File: config.mk
export PLATFORM = sky130hd
export DESIGN_NAME = adc_chain_sequencer
export DESIGN_NICKNAME = d
export VERILOG_FILES = /design/src/rtl/adc_chain_sequencer.sv
export SDC_FILE = /design/constraint.sdc
export NUM_CORES = 1
export LEC_CHECK = 0
export CORE_ASPECT_RATIO = 1.5
export CORE_MARGIN = 2
export CORE_UTILIZATION = 50
export DETAILED_ROUTE_END_ITERATION = 10
export DONT_BUFFER_PORTS = 1
export PLACE_DENSITY_LB_ADDON = 0.12
export SYNTH_ARGS = -nofsm -noshare
export SYNTH_HDL_FRONTEND = slang
export SYNTH_SLANG_ARGS = --single-unit
File: constraint.sdc
create_clock -name clk -period 1.75 [get_ports clk]
set_input_delay 0.2625 -clock clk [delete_from_list [all_inputs] [get_ports clk]]
set_output_delay 0.2625 -clock clk [all_outputs]
set_load 0.1 [all_outputs]
File: src/rtl/adc_chain_sequencer.sv
module adc_chain_sequencer #(
  parameter int MCLK_HALF = 2,
  parameter int RST_CYC   = 2,
  parameter int SYNC_CYC  = 8,
  parameter int ADDR_W    = 16,
  parameter int DATA_W    = 16
) (
  input  logic              clk,
  input  logic              rst_n,
  input  logic              start,
  input  logic              dec_change,
  input  logic [ADDR_W-1:0] cfg_addr,
  input  logic [DATA_W-1:0] cfg_data,
  output logic              mclk,
  output logic              adc_rst_n,
  output logic              adc_sync_n,
  output logic              fsi_n,
  output logic              sdi,
  output logic              busy,
  output logic              done
);
  localparam int FRAME_W = ADDR_W + DATA_W;
  localparam int DIV_W   = $clog2(MCLK_HALF) + 1;
  localparam int CNT_W   = $clog2(FRAME_W + RST_CYC + SYNC_CYC + 2) + 1;
  localparam logic [DIV_W-1:0] DIV_LAST  = DIV_W'(MCLK_HALF - 1);
  localparam logic [CNT_W-1:0] RST_LAST  = CNT_W'(RST_CYC - 1);
  localparam logic [CNT_W-1:0] SYNC_LAST = CNT_W'(SYNC_CYC - 1);
  localparam logic [CNT_W-1:0] BITS      = CNT_W'(FRAME_W);

  typedef enum logic [2:0] {S_IDLE, S_ARM, S_RST, S_SYNC, S_REF, S_SHIFT} state_t;

  state_t             state;
  logic [DIV_W-1:0]   div;
  logic [CNT_W-1:0]   cnt;
  logic [FRAME_W-1:0] shreg;
  logic               with_wr;
  logic               fall_tick;

  assign fall_tick = mclk && (div == DIV_LAST);
  assign busy      = (state != S_IDLE);

  always_ff @(posedge clk) begin
    if (!rst_n) begin
      div  <= '0;
      mclk <= 1'b0;
    end else if (div == DIV_LAST) begin
      div  <= '0;
      mclk <= ~mclk;
    end else begin
      div <= div + 1'b1;
    end
  end

  always_ff @(posedge clk) begin
    if (!rst_n) begin
      state      <= S_IDLE;
      cnt        <= '0;
      shreg      <= '0;
      with_wr    <= 1'b0;
      adc_rst_n  <= 1'b1;
      adc_sync_n <= 1'b1;
      fsi_n      <= 1'b1;
      sdi        <= 1'b0;
      done       <= 1'b0;
    end else begin
      case (state)
        S_IDLE: begin
          if (start) begin
            state   <= S_ARM;
            with_wr <= 1'b1;
            shreg   <= {cfg_addr, cfg_data};
            done    <= 1'b0;
          end else if (dec_change) begin
            state   <= S_ARM;
            with_wr <= 1'b0;
            done    <= 1'b0;
          end
        end
        S_ARM: if (fall_tick) begin
          cnt <= '0;
          if (with_wr) begin
            adc_rst_n <= 1'b0;
            state     <= S_RST;
          end else begin
            adc_sync_n <= 1'b0;
            state      <= S_SYNC;
          end
        end
        S_RST: if (fall_tick) begin
          if (cnt == RST_LAST) begin
            adc_rst_n  <= 1'b1;
            adc_sync_n <= 1'b0;
            cnt        <= '0;
            state      <= S_SYNC;
          end else begin
            cnt <= cnt + 1'b1;
          end
        end
        S_SYNC: if (fall_tick) begin
          if (cnt == SYNC_LAST) begin
            adc_sync_n <= 1'b1;
            state      <= S_REF;
          end else begin
            cnt <= cnt + 1'b1;
          end
        end
        S_REF: if (fall_tick) begin
          cnt <= '0;
          if (with_wr) begin
            fsi_n <= 1'b0;
            state <= S_SHIFT;
          end else begin
            done  <= 1'b1;
            state <= S_IDLE;
          end
        end
        S_SHIFT: if (fall_tick) begin
          if (cnt == BITS) begin
            fsi_n <= 1'b1;
            sdi   <= 1'b0;
            done  <= 1'b1;
            state <= S_IDLE;
          end else begin
            sdi   <= shreg[FRAME_W-1];
            shreg <= {shreg[FRAME_W-2:0], 1'b0};
            cnt   <= cnt + 1'b1;
          end
        end
        default: state <= S_IDLE;
      endcase
    end
  end

  localparam logic [15:0] RST_CLKS  = 16'(RST_CYC * 2 * MCLK_HALF);
  localparam logic [15:0] SYNC_CLKS = 16'(SYNC_CYC * 2 * MCLK_HALF);
  logic [15:0] rlow, slow;

  always_ff @(posedge clk) begin
    if (!rst_n) begin
      rlow <= '0;
      slow <= '0;
    end else begin
      rlow <= adc_rst_n  ? 16'd0 : rlow + 16'd1;
      slow <= adc_sync_n ? 16'd0 : slow + 16'd1;
    end
  end

  a_r2_rst_width: assert property (@(posedge clk) disable iff (!rst_n)
    $rose(adc_rst_n) |-> rlow == RST_CLKS);
  a_r2_rst_on_fall: assert property (@(posedge clk) disable iff (!rst_n)
    $rose(adc_rst_n) |-> $fell(mclk));
  a_r3_sync_width: assert property (@(posedge clk) disable iff (!rst_n)
    $rose(adc_sync_n) |-> slow == SYNC_CLKS);
  a_r3_sync_on_fall: assert property (@(posedge clk) disable iff (!rst_n)
    $rose(adc_sync_n) |-> $fell(mclk));
  a_r5_sdi_on_fall: assert property (@(posedge clk) disable iff (!rst_n)
    !$stable(sdi) |-> $fell(mclk));
  a_r5_sdi_quiet: assert property (@(posedge clk) disable iff (!rst_n)
    fsi_n |-> !sdi);
  a_r6_frame_after_sync: assert property (@(posedge clk) disable iff (!rst_n)
    !fsi_n |-> (adc_sync_n && adc_rst_n));
  a_r7_done_not_busy: assert property (@(posedge clk) disable iff (!rst_n)
    done |-> !busy);
endmodule

==> results of run 1 <==
-- per-layer routing --
metal | part of all wire [%] | vias up | global-route usage (%)
met5 | 0 | - | 0
li1 | - | 1230 | -
met3 | 3.5 | 15 | 3.48
met2 | 52 | 55 | 37.6
met1 | 42 | 1195 | 23.9
met4 | 3.3 | 0 | 9.96
-- logic make-up (layout without fill, tap and decap cells) --
kind of cell               count (synthesis)  count (layout)  synth area share, %
xor gates and xnor gates                   1               1                0.326
DFF                                       51              51                 38.0
buffers and inverters                     35              58                 5.77
AOI/OAI and AO/OA                         68              68                 22.4
and+or+nand+nor                          167             167                 31.2
adders and majority gates                  4               4                 1.86
muxes                                      1               1                0.372
-- critical path, cell delays in order (launching register included) --
cell,delay (ns)
sky130_fd_sc_hd__dfxtp_4,0.36
sky130_fd_sc_hd__or3_4,0.42
sky130_fd_sc_hd__nor3_4,0.20
sky130_fd_sc_hd__o31ai_4,0.12
sky130_fd_sc_hd__buf_6,0.15
sky130_fd_sc_hd__buf_16,0.15
sky130_fd_sc_hd__o211a_1,0.21
-- sequential cells by signal, summed over array words and instances (netlist names) --
register / count
shreg: 32
adc_rst_n: 1
fsi_n: 1
done: 1
mclk: 1
div: 2
adc_sync_n: 1
cnt: 7
sdi: 1
with_wr: 1
state: 3
-- timing repair --
| item | 4_1_cts | 5_1_grt |
|---|---|---|
| pin swaps | 2 | 5 |
| cloned | 1 | 1 |
| hold buffers | 0 | 0 |
| gates resized for setup | 3 | 23 |
| endpoints found under the setup margin | 34 | 43 |
| setup buffers | 1 | 3 |
-- final timing paths --
path | from | endpoint | slack [ns] | cells past startpoint
setup / recovery | cnt[6]$_SDFFE_PN0P_ | shreg[8]$_SDFFE_PN0P_ | 0.04 | 6
hold / removal | rst_n | adc_rst_n$_SDFFE_PN1P_ | 0.04 | 1
setup reg to reg | cnt[6]$_SDFFE_PN0P_ | shreg[8]$_SDFFE_PN0P_ | 0.04 | 6
hold reg to reg | div[0]$_SDFF_PP0_ | div[0]$_SDFF_PP0_ | 0.44 | 1
-- through the flow --
step,setup WS [ns],TNS (ns),std cells
5_1_grt,-0.0402,-0.498,418
2_1_floorplan,0.0255,0,327
3_3_place_gp,0.00348,0,404
4_1_cts,0.00132,0,414
6_report,0.0362,0,418
3_5_place_dp,-0.0269,-0.210,404
-- cells in the final DEF (no fill, tap or decap), drive strengths merged, types with 2 or more instances in the layout --
| cell | netlist | layout |
|---|---|---|
| o211a | 32 | 32 |
| nor2b | 3 | 3 |
| and2 | 2 | 2 |
| o211ai | 3 | 3 |
| ha | 4 | 4 |
| inv | 6 | 7 |
| nand4 | 3 | 3 |
| nand3b | 3 | 3 |
| nand2b | 4 | 4 |
| o31ai | 3 | 3 |
| dfxtp | 51 | 51 |
| nand3 | 68 | 68 |
| clkbuf | 17 | 6 |
| buf | 12 | 44 |
| or3 | 2 | 2 |
| or3b | 2 | 2 |
| a31oi | 2 | 2 |
| nor3 | 5 | 5 |
| a211oi | 2 | 2 |
| nor2 | 8 | 8 |
| nand2 | 58 | 58 |
| a21boi | 3 | 3 |
| o221ai | 4 | 4 |
| o21ai | 5 | 5 |
| and3 | 3 | 3 |
| nor4 | 2 | 2 |
| nand4b | 2 | 2 |
| a21oi | 4 | 4 |
| o22ai | 3 | 3 |
-- power by group --
part	internal (mW)	switching (mW)	total (mW)
clock network	0.281	0.383	0.664
registers	1.26	0.0636	1.33
logic	0.258	0.329	0.587
-- area by class of cell --
type	count	share of cell area (%)
Multi-Input combinational cell	241	49.1
Sequential cell	51	32.4
Timing Repair Buffer	44	12.5
Tap cell	68	2.66
Clock buffer	6	2.27
Inverter	6	0.704
Clock inverter	2	0.352
==> impl_metrics.py, run 1 <==
metrics = {
    "outcome": {
        "status": "finished, final reports clean",
    },
    "clock_network": {
        "cts-root-buf": "sky130_fd_sc_hd__clkbuf_8",
        "cts_made_buffers": 5,
        "cts.sinks": 51,
        "cts_clk_pin_slew_worst_paths_ns": 0.09,
        "ctsLongestPathBuffers": 2,
        "clock_tree.htree_level_count": 2,
        "cts_tree": "built",
        "source_to_sink_clock_delay_at_the_later_pin_of_the_worst_skew_pair_ns": 0.30,
    },
    "routing": {
        "dr_total_vias": 2495,
        "count_of_unresolved_drc_violations_after_routing": 0,
        "detailedRoute.firstIterationViolations": 154,
        "routed_via_density": 5.97,
        "post_drt_wl_per_cell_um": 15.3,
        "drt_pre_antenna_iters": 4,
        "total_wirelength_of_the_detailed_routed_design_um": 6400,
        "detail-route-antenna-nets": 0,
    },
    "pwr": {
        "max-vdd-ir-drop_mv": 0.637,
        "fin_total_pwr_mw": 2.58,
        "power_per_cell_area_nw_per_um2": 806,
        "power_leakage_nw": 1.52,
    },
    "grt": {
        "grt_max_degree": 62,
        "grt_antenna_before_repair": 0,
        "grt_usage_pct": 21.0,
        "grt_remaining_overflow": 0,
        "grt_pass1_vias": 2276,
        "grt_pass1_wl_um": 10100,
    },
    "synthesis": {
        "synth_top_area_share_pct": 38.0,
        "synth_area_leaders": "sky130_fd_sc_hd__dfxtp_1 38%, sky130_fd_sc_hd__nand3_1 13%, sky130_fd_sc_hd__o211a_1 12%",
        "synthesis.area_per_instance_um2": 8.22,
        "yosys.cell_count.top_type": "sky130_fd_sc_hd__nand3_1",
        "yosysWarningCount": 0,
        "synth_top_cells_by_count": "68 x sky130_fd_sc_hd__nand3_1, 56 x sky130_fd_sc_hd__nand2_1, 51 x sky130_fd_sc_hd__dfxtp_1, 32 x sky130_fd_sc_hd__o211a_1, 17 x sky130_fd_sc_hd__clkbuf_1",
        "synth_cell_type_count": 50,
        "ys_ff_latch": 51,
        "cell_type_with_the_largest_total_area_after_synthesis": "sky130_fd_sc_hd__dfxtp_1",
        "postSynth.topFlopCell": "sky130_fd_sc_hd__dfxtp_1",
        "synth-edff-count": 0,
        "netlist_area_um2": 2690,
        "synth-async-reset-ratio_pct": 0,
        "syn_inst": 327,
        "synth_seq_area_share_pct": 38.0,
        "mappedNetlistNets": 367,
    },
    "placement": {
        "place.detailed.hpwl_um": 4160,
        "routabilityCongestion": 0.853,
        "placed_cell_area_um2": 2970,
        "port_buffers": 0,
    },
    "critical_path": {
        "critical_path.max_fanout": 22,
        "worst-endpoint-required_ns": 1.95,
        "path_class": "reg -> reg",
        "crit_arrival_ns": 1.91,
        "timing.critical_path.from_type": "flip-flop",
        "crit_path_end_kind": "flip-flop",
    },
    "timing": {
        "final_hold_violating_endpoints": 0,
        "finalHoldWorstSlack_ns": 0.0365,
        "final.min_clock_period_ns": 1.71,
        "slew_headroom_pct": 75.7,
        "finalCritPeriodShare_pct": 97.9,
        "final.setup_skew_ns": 0.00532,
        "grt_setup_unrepaired": "true",
        "max_freq_ghz": 0.583,
        "setup_viol_count_final": 0,
        "maxSlewViolCount": 0,
        "max_slew.worst_pin.slew_ns": 0.362,
    },
    "floorplan": {
        "floorplan.io_pins": 43,
        "rows": 32,
        "core_area_um2": 5160,
        "die_y_um": 93.8,
        "floorplan.die_area_um2": 5990,
        "floorplan.initialDensity_pct": 52.0,
        "die-width_um": 63.9,
    },
    "finish": {
        "final-seq-area_um2": 1040,
        "fin_util_pct": 62.0,
        "area_taken_by_multi_input_logic_gates_um2": 1570,
        "final_area_um2": 3200,
        "fraction_of_final_layout_cells_with_drive_strength_greater_than_1_pct": 22.9,
        "num-fill-cells": 456,
        "layout-area-overhead-vs-synth_pct": 19.1,
        "antennaDiodeCount": 0,
        "nNetsFinal": 389,
    },
    "job": {
        "maxCapViolations": 0,
    },
    "worst_hold_path": {
        "min_path_type": "in -> reg",
    },
}
(Power assumes the default switching activity.)
==> run 2, diff against run 1 <==
- CORE_ASPECT_RATIO: 1.5 -> 2
- CORE_MARGIN: 2 -> 3
==> run 2 against run 1 <==
Compared with the run above:
- core utilization rose by 0.75 points
- global-route usage grew 1.3 points
- largest power group unchanged
- sequential cell count unchanged
==> impl_metrics.py, run 2 (synthesized netlist as in run 1, its figures left out) <==
metrics = {
    "floorplan": {
        "die_y_um": 110,
        "floorplan.io_pins": 43,
        "core_area_um2": 5180,
        "floorplan.die_area_um2": 6340,
        "rows": 37,
        "die-width_um": 57.8,
        "floorplan.initialDensity_pct": 51.8,
    },
    "grt": {
        "grt_max_degree": 62,
        "grt_usage_pct": 22.3,
        "grt_pass1_vias": 2373,
        "grt_antenna_before_repair": 0,
        "grt_remaining_overflow": 0,
        "grt_pass1_wl_um": 11000,
    },
    "timing": {
        "max_slew.worst_pin.slew_ns": 0.395,
        "max_freq_ghz": 0.576,
        "finalCritPeriodShare_pct": 99.2,
        "final.min_clock_period_ns": 1.74,
        "setup_total_negative_slack_ns": 0,
        "final_hold_violating_endpoints": 0,
        "maxSlewViolCount": 0,
        "grt_setup_unrepaired": "true",
        "setup_viol_count_final": 0,
        "slew_headroom_pct": 73.4,
        "final.setup_skew_ns": 0.00761,
    },
    "critical_path": {
        "critical_path.max_fanout": 17,
        "cp_slowest_cell": "sky130_fd_sc_hd__or3_4",
        "cp.buffers_inverters": 2,
        "path_class": "reg -> reg",
        "crit_path_cell_trace": "or3_4 -> nor3_4 -> o31ai_4 -> buf_6 -> buf_16 -> o211a_1",
        "worst-endpoint-required_ns": 1.95,
        "slowest_delay_ns": 0.42,
        "crit_path_end_kind": "flip-flop",
        "cp_top_family": "simple AND/OR/NAND/NOR gates",
        "crit_arrival_ns": 1.94,
        "timing.critical_path.from_type": "flip-flop",
    },
    "clock_network": {
        "cts_clk_pin_slew_worst_paths_ns": 0.09,
        "cts-hold-fix-buffers": 0,
        "cts_made_buffers": 5,
        "source_to_sink_clock_delay_at_the_later_pin_of_the_worst_skew_pair_ns": 0.31,
        "ctsLongestPathBuffers": 2,
        "cts.sinks": 51,
        "cts_tree": "built",
        "clock_tree.htree_level_count": 2,
        "cts-root-buf": "sky130_fd_sc_hd__clkbuf_8",
    },
    "routing": {
        "drt_pre_antenna_iters": 4,
        "total_wirelength_of_the_detailed_routed_design_um": 6770,
        "detailedRoute.firstIterationViolations": 90,
        "post_drt_wl_per_cell_um": 16.5,
        "detail-route-antenna-nets": 0,
        "dr_total_vias": 2495,
        "count_of_unresolved_drc_violations_after_routing": 0,
        "routed_via_density": 6.09,
    },
    "finish": {
        "layout.cells.most_common": "sky130_fd_sc_hd__nand3_1",
        "nNetsFinal": 392,
        "top_reg_by_flops": "shreg",
        "layout_common_cells": "68 x sky130_fd_sc_hd__nand3_1, 54 x sky130_fd_sc_hd__nand2_1, 42 x sky130_fd_sc_hd__dfxtp_1",
        "antennaDiodeCount": 0,
        "fraction_of_final_layout_cells_with_drive_strength_greater_than_1_pct": 24.1,
        "largest_registers": "shreg (32), cnt (7), state (3)",
        "layout-area-overhead-vs-synth_pct": 21.0,
        "max_ffs_per_register": 32,
        "fin_util_pct": 62.7,
    },
    "pwr": {
        "power_leakage_nw": 1.56,
        "power_per_cell_area_nw_per_um2": 812,
        "fin_total_pwr_mw": 2.64,
        "max-vdd-ir-drop_mv": 0.793,
    },
    "worst_hold_path": {
        "min_path_type": "in -> reg",
    },
    "job": {
        "maxCapViolations": 0,
    },
    "placement": {
        "routabilityCongestion": 0.883,
        "port_buffers": 0,
        "place.detailed.hpwl_um": 4470,
    },
    "outcome": {
        "status": "finished, final reports clean",
    },
}
[run 2: cell types whose count changed in the layout (fill, tap and decap cells not counted), sizes merged]
cell	previous run	this run
clkbuf	6	7
buf	44	46
inv	7	6
[run 2: power by group]
part	internal, mW	leakage (nW)	total, mW	switching, mW
clock network	0.311	0.0470	0.696	0.385
registers	1.27	0.424	1.33	0.0648
logic	0.275	1.09	0.613	0.338
[run 2: per-layer routing]
layer  global-route usage [%]  share of wire [%]  vias up
met5                        0                  0        -
met4                     10.6                2.8        0
met3                     4.00                4.4       13
met2                     39.5                 55       58
met1                     25.3                 38     1190
li1                         -                  -     1234
[run 2: path summary, 6_finish.rpt]
check                      start                      to  slack [ns]  cells past startpoint
min                        rst_n  adc_rst_n$_SDFFE_PN1P_        0.03                      1
min reg2reg    div[0]$_SDFF_PP0_       div[0]$_SDFF_PP0_        0.44                      1
max          cnt[6]$_SDFFE_PN0P_  shreg[14]$_SDFFE_PN0P_        0.01                      6
max reg2reg  cnt[6]$_SDFFE_PN0P_  shreg[14]$_SDFFE_PN0P_        0.01                      6
[run 2: final cells by class]
type                    count  area, um^2
clock inverters             1        5.00
repair buffers             47         458
well taps                  58        72.6
clock buffers               6        82.6
flip-flops and latches     51        1030
multi-input cells         241        1580
inverters                   6        22.5
fillers                   488        1930
[run 2: worst register-to-register path: stages (launching register included)]
cell	delay [ns]
sky130_fd_sc_hd__dfxtp_1	0.32
sky130_fd_sc_hd__or3_4	0.42
sky130_fd_sc_hd__nor3_4	0.26
sky130_fd_sc_hd__o31ai_4	0.12
sky130_fd_sc_hd__buf_6	0.15
sky130_fd_sc_hd__buf_16	0.15
sky130_fd_sc_hd__o211a_1	0.21
[run 2: per-stage QoR]
step                      cell area [um^2]  instances  hold slack [ns]  setup slack (ns)
after CTS                             3140        407          0.00419           0.00912
after global routing                  3250        410           0.0119           -0.0521
after global placement                2970        396            0.337           -0.0186
final                                 3250        410           0.0289            0.0132
after floorplan                       2690        327            0.398            0.0255
after detailed placement              2970        396            0.339           -0.0377
[run 2: timing repair]
item                       CTS  global route
cloned                       1             1
resized for setup            9            23
pin swaps                    4             7
setup endpoints to repair   30            42
buffers inserted             3             2
